`src/rtl/pio_pkg.sv`:
```
package pio_pkg;
  localparam int OFFSET_W = 4;
  localparam int BUS_W    = 32;

  typedef enum logic [1:0] {
    TRIG_RISE  = 2'd0,
    TRIG_FALL  = 2'd1,
    TRIG_BOTH  = 2'd2,
    TRIG_LEVEL = 2'd3
  } trig_e;

  typedef enum logic [1:0] {
    SEL_DATA = 2'd0,
    SEL_DIR  = 2'd1,
    SEL_MASK = 2'd2,
    SEL_CAP  = 2'd3
  } sel_e;

  typedef struct packed {
    logic wrOut;
    logic wrDir;
    logic wrMask;
    logic wrClr;
    logic rdEn;
    sel_e rdSel;
  } strobe_t;
endpackage

```
`src/rtl/pio_sync.sv`:
```
module pio_sync #(
  parameter int WIDTH  = 32,
  parameter int STAGES = 2
) (
  input  logic             clk,
  input  logic             rstN,
  input  logic [WIDTH-1:0] din,
  output logic [WIDTH-1:0] dout
);
  logic [WIDTH-1:0] stage [STAGES];

  for (genvar g = 0; g < STAGES; g++) begin : gStage
    if (g == 0) begin : gFirst
      always_ff @(posedge clk or negedge rstN) begin
        if (!rstN) stage[g] <= '0;
        else       stage[g] <= din;
      end
    end else begin : gNext
      always_ff @(posedge clk or negedge rstN) begin
        if (!rstN) stage[g] <= '0;
        else       stage[g] <= stage[g-1];
      end
    end
  end

  assign dout = stage[STAGES-1];
endmodule

```
`src/rtl/pio_ctrl.sv`:
```
module pio_ctrl
  import pio_pkg::*;
(
  input  logic [OFFSET_W-1:0] busAddr,
  input  logic                busWrEn,
  input  logic                busRdEn,
  output strobe_t             strobe
);
  sel_e regSel;
  logic unusedAddrLsb;

  assign regSel        = sel_e'(busAddr[3:2]);
  assign unusedAddrLsb = ^busAddr[1:0];

  always_comb begin
    strobe        = '0;
    strobe.rdEn   = busRdEn;
    strobe.rdSel  = regSel;
    if (busWrEn) begin
      unique case (regSel)
        SEL_DATA: strobe.wrOut  = 1'b1;
        SEL_DIR:  strobe.wrDir  = 1'b1;
        SEL_MASK: strobe.wrMask = 1'b1;
        SEL_CAP:  strobe.wrClr  = 1'b1;
        default:  ;
      endcase
    end
  end

  always_comb begin
    AST_ONE_WRITE_STROBE: assert ($onehot0({strobe.wrOut, strobe.wrDir, strobe.wrMask, strobe.wrClr}));
  end
endmodule

```
`src/rtl/pio_datapath.sv`:
```
module pio_datapath
  import pio_pkg::*;
#(
  parameter int    PIN_COUNT   = 32,
  parameter trig_e TRIGGER     = TRIG_RISE,
  parameter int    SYNC_STAGES = 2
) (
  input  logic                 clk,
  input  logic                 rstN,
  input  strobe_t              strobe,
  input  logic [BUS_W-1:0]     wrData,
  input  logic [PIN_COUNT-1:0] pinIn,
  output logic [PIN_COUNT-1:0] pinOut,
  output logic [PIN_COUNT-1:0] pinOutEn,
  output logic [BUS_W-1:0]     rdData,
  output logic                 irq
);
  localparam int N = PIN_COUNT;

  logic [N-1:0] synced, prevSynced, rawEdge;
  logic [N-1:0] outLatch, dirReg, maskReg, capReg, clrBits;
  logic [BUS_W-1:0] rdNext;

  pio_sync #(.WIDTH(N), .STAGES(SYNC_STAGES)) uSync (
    .clk  (clk),
    .rstN (rstN),
    .din  (pinIn),
    .dout (synced)
  );

  if (TRIGGER == TRIG_RISE) begin : gRise
    assign rawEdge = synced & ~prevSynced;
  end else if (TRIGGER == TRIG_FALL) begin : gFall
    assign rawEdge = ~synced & prevSynced;
  end else if (TRIGGER == TRIG_BOTH) begin : gBoth
    assign rawEdge = synced ^ prevSynced;
  end else begin : gLevel
    assign rawEdge = '0;
  end

  assign clrBits = strobe.wrClr ? wrData[N-1:0] : '0;

  always_comb begin
    rdNext = '0;
    unique case (strobe.rdSel)
      SEL_DATA: rdNext[N-1:0] = synced;
      SEL_DIR:  rdNext[N-1:0] = dirReg;
      SEL_MASK: rdNext[N-1:0] = maskReg;
      SEL_CAP:  rdNext[N-1:0] = capReg;
      default:  rdNext = '0;
    endcase
  end

  always_ff @(posedge clk or negedge rstN) begin
    if (!rstN) begin
      outLatch   <= '0;
      dirReg     <= '0;
      maskReg    <= '0;
      capReg     <= '0;
      prevSynced <= '0;
      rdData     <= '0;
    end else begin
      if (strobe.wrOut)  outLatch <= wrData[N-1:0];
      if (strobe.wrDir)  dirReg   <= wrData[N-1:0];
      if (strobe.wrMask) maskReg  <= wrData[N-1:0];
      capReg     <= (capReg & ~clrBits) | rawEdge;
      prevSynced <= synced;
      if (strobe.rdEn) rdData <= rdNext;
    end
  end

  if (TRIGGER == TRIG_LEVEL) begin : gIrqLevel
    assign irq = |(synced & maskReg);
    AST_LEVEL_NO_CAPTURE: assert property (@(posedge clk) disable iff (!rstN) capReg == '0);
  end else begin : gIrqEdge
    assign irq = |(capReg & maskReg);
  end

  assign pinOut   = outLatch;
  assign pinOutEn = dirReg;

  AST_EDGE_BEATS_CLEAR: assert property (@(posedge clk) disable iff (!rstN)
    rawEdge != '0 |=> (capReg & $past(rawEdge)) == $past(rawEdge));
  AST_CLEAR_KEEPS_ZEROS: assert property (@(posedge clk) disable iff (!rstN)
    strobe.wrClr |=> (capReg & $past(capReg & ~wrData[N-1:0])) == $past(capReg & ~wrData[N-1:0]));
  AST_NO_SPURIOUS_CAPTURE: assert property (@(posedge clk) disable iff (!rstN)
    rstN |=> (capReg & ~$past(capReg) & ~$past(rawEdge)) == '0);
  AST_DIR_SETS_ENABLE: assert property (@(posedge clk) disable iff (!rstN)
    strobe.wrDir |=> pinOutEn == $past(wrData[N-1:0]));
  AST_IRQ_NEEDS_MASK: assert property (@(posedge clk) disable iff (!rstN)
    irq |-> maskReg != '0);
  AST_READ_HOLDS: assert property (@(posedge clk) disable iff (!rstN)
    !strobe.rdEn |=> $stable(rdData));
endmodule

```
`src/rtl/pio_port.sv`:
```
module pio_port
  import pio_pkg::*;
#(
  parameter int    PIN_COUNT   = 32,
  parameter trig_e TRIGGER     = TRIG_RISE,
  parameter int    SYNC_STAGES = 2
) (
  input  logic                 clk,
  input  logic                 rstN,
  input  logic [OFFSET_W-1:0]  busAddr,
  input  logic                 busWrEn,
  input  logic [BUS_W-1:0]     busWrData,
  input  logic                 busRdEn,
  output logic [BUS_W-1:0]     busRdData,
  input  logic [PIN_COUNT-1:0] pinIn,
  output logic [PIN_COUNT-1:0] pinOut,
  output logic [PIN_COUNT-1:0] pinOutEn,
  output logic                 irq
);
  strobe_t strobe;

  pio_ctrl uCtrl (
    .busAddr (busAddr),
    .busWrEn (busWrEn),
    .busRdEn (busRdEn),
    .strobe  (strobe)
  );

  pio_datapath #(
    .PIN_COUNT   (PIN_COUNT),
    .TRIGGER     (TRIGGER),
    .SYNC_STAGES (SYNC_STAGES)
  ) uData (
    .clk      (clk),
    .rstN     (rstN),
    .strobe   (strobe),
    .wrData   (busWrData),
    .pinIn    (pinIn),
    .pinOut   (pinOut),
    .pinOutEn (pinOutEn),
    .rdData   (busRdData),
    .irq      (irq)
  );
endmodule

```
`config.mk`:
```
export PLATFORM = sky130hd
export DESIGN_NAME = pio_port
export DESIGN_NICKNAME = d
export VERILOG_FILES = /design/src/rtl/pio_pkg.sv /design/src/rtl/pio_sync.sv /design/src/rtl/pio_ctrl.sv /design/src/rtl/pio_datapath.sv /design/src/rtl/pio_port.sv
export SDC_FILE = /design/constraint.sdc
export NUM_CORES = 1
export LEC_CHECK = 0
export CAP_MARGIN = 15
export CELL_PAD_IN_SITES_DETAIL_PLACEMENT = 1
export CELL_PAD_IN_SITES_GLOBAL_PLACEMENT = 2
export CORE_MARGIN = 5
export CORE_UTILIZATION = 39
export CTS_BUF_LIST = sky130_fd_sc_hd__clkbuf_4 sky130_fd_sc_hd__clkbuf_8
export DETAILED_ROUTE_END_ITERATION = 7
export PLACE_DENSITY_LB_ADDON = 0.05
export SYNTH_ARGS = -nofsm -noshare
export SYNTH_HDL_FRONTEND = slang
export SYNTH_SLANG_ARGS = --single-unit
```
`constraint.sdc`:
```
create_clock -name clk -period 1.43 [get_ports clk]
set_input_delay 0.2145 -clock clk [delete_from_list [all_inputs] [get_ports clk]]
set_output_delay 0.2145 -clock clk [all_outputs]
set_load 0.01 [all_outputs]
```
==> results of run 1 <==
[layout make-up]
cell class                      count  area, sq um
Inverter                           32          120
Clock buffer                       72          910
Clock inverter                      4         27.5
Sequential cell                   256         6410
Timing Repair Buffer              285         2530
Multi-Input combinational cell    249         2910
Tap cell                          324          405
Fill cell                        2351        10900
[layout by cell type (no fill, tap or decap), types with 7 or more instances in the layout]
cell             instances
dfrtp_1                256
buf_2                   32
a22oi_2                  7
clkbuf_8                59
buf_4                   96
buf_12                  20
inv_1                   32
clkdlybuf4s15_1         29
mux4_2                  31
clkdlybuf4s50_1         65
nand2_1                 32
clkbuf_2                29
clkdlybuf4s15_2          9
clkbuf_4                13
mux2_4                  27
mux2_2                 101
a22oi_1                  9
a22o_1                  32
[per-layer routing]
layer / wire length, um / vias up
met5: 0 / -
met4: 504 / 0
met3: 1180 / 47
met2: 12700 / 156
met1: 11100 / 3132
li1: - / 2642
[power groups by stage]
stage          logic (W)  clock network [W]  registers (W)
4_1_cts          0.00392            0.00715        0.00881
2_1_floorplan    0.00134                  0        0.00904
6_report         0.00377            0.00690        0.00880
5_1_grt          0.00408            0.00751        0.00892
3_5_place_dp     0.00393                  0        0.00895
3_3_place_gp     0.00386                  0        0.00889
[flip-flops by register name (all words and copies together) (netlist names)]
name / flops
uData.prevSynced: 32
uData.maskReg: 32
uData.uSync.dout: 32
uData.uSync.stage: 32
uData.pinOutEn: 32
uData.rdData: 32
uData.pinOut: 32
uData.capReg: 32
[cells by family after synthesis]
| logic type | count (synthesis) | share of synthesized area |
|---|---|---|
| flip-flops | 256 | 0.669 |
| multiplexers | 160 | 0.237 |
| buffers and inverters | 57 | 0.0315 |
| AO/OA/AOI/OAI | 48 | 0.0418 |
| AND/OR/NAND/NOR | 41 | 0.0203 |
[final timing paths]
kind	slack [ps]	cells past startpoint	from	to
worst max-delay path	-810	4	uData.maskReg[22]	irq
worst min-delay path	110	1	pinIn[25]	uData.uSync.stage[57]
worst max register to register	30	3	uData.capReg[14]	uData.rdData[14]
worst min register to register	340	0	uData.uSync.stage[40]	uData.uSync.dout[8]
max in group asynchronous	600	3	rstN	uData.capReg[14]
min in group asynchronous	220	2	rstN	uData.rdData[19]
[worst reg2reg max path, stage by stage, from the launching register on]
cell	delay, ps
dfrtp_1	380
buf_4	140
mux4_2	500
mux2_4	270
[through the flow]
step           power (W)  setup WS (ps)
5_1_grt           0.0205           -946
3_3_place_gp      0.0127           -771
3_5_place_dp      0.0129           -765
4_1_cts           0.0199           -873
6_report          0.0195           -813
2_1_floorplan     0.0104           15.1
[timing repair]
| action | in CTS | in global routing |
|---|---|---|
| buffers inserted | 24 | 8 |
| setup endpoints to repair | 97 | 53 |
| hold buffers | 1 | 0 |
| endpoints found under the hold margin | 186 | 0 |
| pin swaps | 4 | 0 |
| gates resized for setup | 261 | 46 |
==> flow_summary.toml, run 1 <==
[yosys]
yosysUniqueCellTypes = 20
synth_top_area_frac = 0.669
yosysSeqAreaShare = 0.669
syn_inst = 562
syn-num-nets = 634
synth_edf_count = 0
ys_async_sr_fraction = 1.00
synth_common_cells = "dfrtp_1 (256), mux2_2 (102), a22o_1 (32), inv_1 (32), nand2_1 (32)"
synthTopCellsByArea = "dfrtp_1 (67%), mux2_2 (12%), mux4_2 (7.1%)"
syn_area_sq_mm = 0.00957
yosys_warnings = 0
synth_most_common_cell = "dfrtp_1"
ys_ff_latch = 256
synth_area_leader_cell = "dfrtp_1"
synth_ff_type = "dfrtp_1"
synth.avg_cell_area_sq_um = 17.0

[outcome]
violations = "negative setup slack"
outcome = "finished, violations left"

[global_route]
grt_pass1_wl_um = 41400
grt-busiest-layer = "met2"
use_met1 = 0.248
grtUsageTotal = 0.188
antenna_found_initial = 0
use_met2 = 0.316
grt_pass1_vias = 7152
grt_remaining_overflow = 0
grtUsageMet3 = 0.0424
grt_max_degree = 52

[placed_design]
place_hpwl_um = 17400
gp_congestion = 0.760
place_area_sq_mm = 0.0124
port_buffers = 166
placedCellCount = 1114

[clock_network]
clk_latency_ps = 540
clk_pin_slew_ps = 60
clock_path_buffers = 3
htreeDepth = 2
cts_sinks = 256
cts_tree = "done"
cts_root_buf = "clkbuf_8"
cts_buffers = 43

[floorplanning]
start_util = 0.395
die_h_um = 167
core_sq_mm = 0.0242
die_x_um = 167
die_area_sq_mm = 0.0278
io-pin-count = 169
row_count = 57

[timing]
tns_ps = -813
fin_skew_ps = 9.16
fin_hold_ws_ps = 115
setup_viol = 1
worstMarginPinSlew_ps = 486
report.final.slew_viol_count = 0
fmax_mhz = 446
layout_setup_ws_ps = -813
fin_crit_sh = 1.57
period_minus_slack_ps = 2240
relSlewSlack = 0.676
hold_viol = 0
rsz0062_at_grt = "yes"

[final_layout]
final_nets = 939
n_antenna_cell = 0
instances_no_fill = 1222
syn_to_final_growth_pct = 39.0
design_area_sq_mm = 0.0133
drive_gt1_frac = 0.487
final_util = 0.549

[worst_setup_path]
critPathLaunchType = "register"
endpoint_kind = "output port"
worst_path_largest_cell_delay_ps = 550
path_buf_inv = 1
cp_cell_sequence = "a22oi_1 -> nand4_1 -> or4_4 -> buf_6"
required_ps = 1220
critPathTopFamily = "simple AND/OR/NAND/NOR gates"
crit_fanout = 2
slowest_stage = "or4_4"
criticalPathCategory = "register to output port"
cp.arrival_ps = 2030

[pwr]
ir_worst_vdd_mv = 0.675
leakage_nw = 6.07
comb_power_share = 0.194
p_int_w = 0.0145
seqPwrFrac = 0.452
pwr_density_cell_mw_per_mm2 = 1460
netSwitchingPower_w = 0.00501
clock_power_share = 0.355
switching_share = 0.257

[routing]
wl_um = 25400
detailedRoute.firstIterationViolations = 216
drc = 0
drt-pass1-iter-count = 4
via_count = 5977
vias_per_cell = 4.89
ant_nets = 0
routedWlPerCell_um = 20.8

[worst_hold_path]
hold_path.class = "primary input to register"

[flow_run]
cap_violations = 0
(Power assumes the default switching activity.)
==> run 2: changes to the inputs <==
--- a/config.mk
+++ b/config.mk
@@ -12,7 +12,8 @@
 export CORE_UTILIZATION = 39
 export CTS_BUF_LIST = sky130_fd_sc_hd__clkbuf_4 sky130_fd_sc_hd__clkbuf_8
 export DETAILED_ROUTE_END_ITERATION = 7
-export PLACE_DENSITY_LB_ADDON = 0.05
+export PLACE_DENSITY = 0.87
 export SYNTH_ARGS = -nofsm -noshare
 export SYNTH_HDL_FRONTEND = slang
 export SYNTH_SLANG_ARGS = --single-unit
+export TNS_END_PERCENT = 10
==> run 2 against run 1 <==
  * The flow still finishes with violations (negative setup slack)
  * Fmax grew 1.2%
  * Global-route usage grew 0.39 points
  * Design area shrank 2.1%
  * Critical path depth is the same
  * Register-to-register slack lost 170 ps
  * Hold slack lost 4.2 ps
  * Largest cell class unchanged
  * Sequential power grew 0.7%
  * Total power grew 0.37%
  * Clock skew grew 2.9 ps
==> flow_summary.toml, run 2 (synthesis results as in run 1) <==
[final_layout]
num-fill-cells = 2375
drive_gt1_frac = 0.479
instances_no_fill = 1193
final_nets = 910
final_common_cell = "dfrtp_1"
n_antenna_cell = 0
syn_to_final_growth_pct = 36.0
mostFrequentLayoutCells = "dfrtp_1 (255), mux2_2 (101), buf_4 (70), clkdlybuf4s50_1 (65), clkbuf_8 (60)"

[routing]
wl_um = 26600
ant_nets = 0
via_count = 5996
detailedRoute.firstIterationViolations = 283
drc = 0
drt-pass1-iter-count = 4
routedWlPerCell_um = 22.3
vias_per_cell = 5.03

[global_route]
grt_pass1_wl_um = 42100
use_met2 = 0.326
antenna_found_initial = 1
grtUsageTotal = 0.192
grt-busiest-layer = "met2"
grtUsageMet3 = 0.0481
grt_remaining_overflow = 0
grt_pass1_vias = 7189
use_met1 = 0.246
grt_max_degree = 45

[timing]
worstMarginPinSlew_ps = 366
hold_viol = 0
fin_skew_ps = 12.1
period_minus_slack_ps = 2220
tns_ps = -932
setup_viol = 3
fin_crit_sh = 1.55
relSlewSlack = 0.756
rsz0062_at_grt = "yes"
report.final.slew_viol_count = 0
fin_hold_ws_ps = 111
fmax_mhz = 451
layout_setup_ws_ps = -786

[worst_setup_path]
worst_path_largest_cell_delay_ps = 550
slowest_stage = "or4_4"
required_ps = 1220
crit_fanout = 2
r2r-start = "uData.capReg[18]"
critPathLaunchType = "register"
cp_cell_sequence = "a22oi_2 -> nand4_1 -> or4_4 -> buf_6"
reg2reg_slack_ps = -140
reg2reg_depth = 5
cp.arrival_ps = 2000
criticalPathCategory = "register to output port"
r2r-end = "uData.rdData[18]"
endpoint_kind = "output port"
startpoint = "uData.capReg[19]"

[worst_hold_path]
worstHoldEndpoint = "uData.uSync.stage[46]"
min_path_cells = 1
worstHoldStart = "pinIn[14]"
hold_path.class = "primary input to register"

[outcome]
violations = "negative setup slack"
outcome = "finished, violations left"

[clock_network]
clock_path_buffers = 3
clk_latency_ps = 540
cts_root_buf = "clkbuf_8"
cts_tree = "done"
htreeDepth = 2
cts_sinks = 256
cts_buffers = 45
clk_pin_slew_ps = 60

[placed_design]
placedCellCount = 1108
place_hpwl_um = 18100
gp_congestion = 0.807
port_buffers = 166

[pwr]
pwr_density_cell_mw_per_mm2 = 1500
ir_worst_vdd_mv = 1.11
leakage_nw = 5.91
power.total_w = 0.0195

[flow_run]
cap_violations = 0

[floorplanning]
io-pin-count = 169
start_util = 0.395
die_area_sq_mm = 0.0278
die_x_um = 167
core_sq_mm = 0.0242
row_count = 57
die_h_um = 167
[run 2: cell types whose count changed in the layout (fill, tap and decap cells not counted), sizes merged]
| cell | previous run | this run |
|---|---|---|
| clkbuf | 101 | 78 |
| buf | 152 | 144 |
| clkinv | 1 | 8 |
| clkdlybuf4s15 | 38 | 34 |
| clkinvlp | 3 | 1 |
| bufinv | 0 | 1 |
[run 2: how the worst max path moves through the flow]
stage,endpoint,slack [ps],depth (start not counted)
floorplan,irq,20,3
global placement,irq,-730,4
detailed placement,irq,-750,4
CTS,irq,-830,4
global route,irq,-890,4
finish,irq,-790,4
[run 2: power breakdown]
part | total [W] | switching [W] | internal, W
Sequential | 0.00886 | 0.000660 | 0.00820
Combinational | 0.00356 | 0.00149 | 0.00207
Clock | 0.00713 | 0.00301 | 0.00412
[run 2: routing by layer]
layer | up-vias | routed length (um) | part of all wire
met5 | - | 7 | 0.00026
met4 | 2 | 630 | 0.024
met3 | 56 | 1430 | 0.054
met2 | 210 | 13300 | 0.50
met1 | 3148 | 11300 | 0.42
li1 | 2580 | - | -
[run 2: critical path: cells and delay by family (launching register included)]
family	cells	cell delay, ps
simple gates	2	670
flops	1	390
compound gates	1	260
buf+inv	1	150
[run 2: area by class of cell]
type                            count  area [sq um]  share of cell area
Multi-Input combinational cell    249          2920               0.224
Clock buffer                       68           886              0.0680
Timing Repair Buffer              254          2200               0.169
Inverter                           32           120             0.00923
Clock inverter                     10          77.6             0.00596
Tap cell                          324           405              0.0311
Sequential cell                   256          6410               0.492
[run 2: timing repair]
action                                  4_1_cts  5_1_grt
endpoints found under the setup margin       98       31
buffers inserted                              7        1
pin swaps                                     6        0
hold buffers                                  1        0
hold endpoints to repair                    256        0
resized for setup                           308       30
[run 2: through the flow]
stage	worst slack (ps)	util	instance area, sq um
6_report	-786	0.537	13000
3_5_place_dp	-755	0.505	12200
2_1_floorplan	15.1	-	9570
5_1_grt	-891	0.537	13000
4_1_cts	-835	0.543	13200
3_3_place_gp	-732	0.505	12200
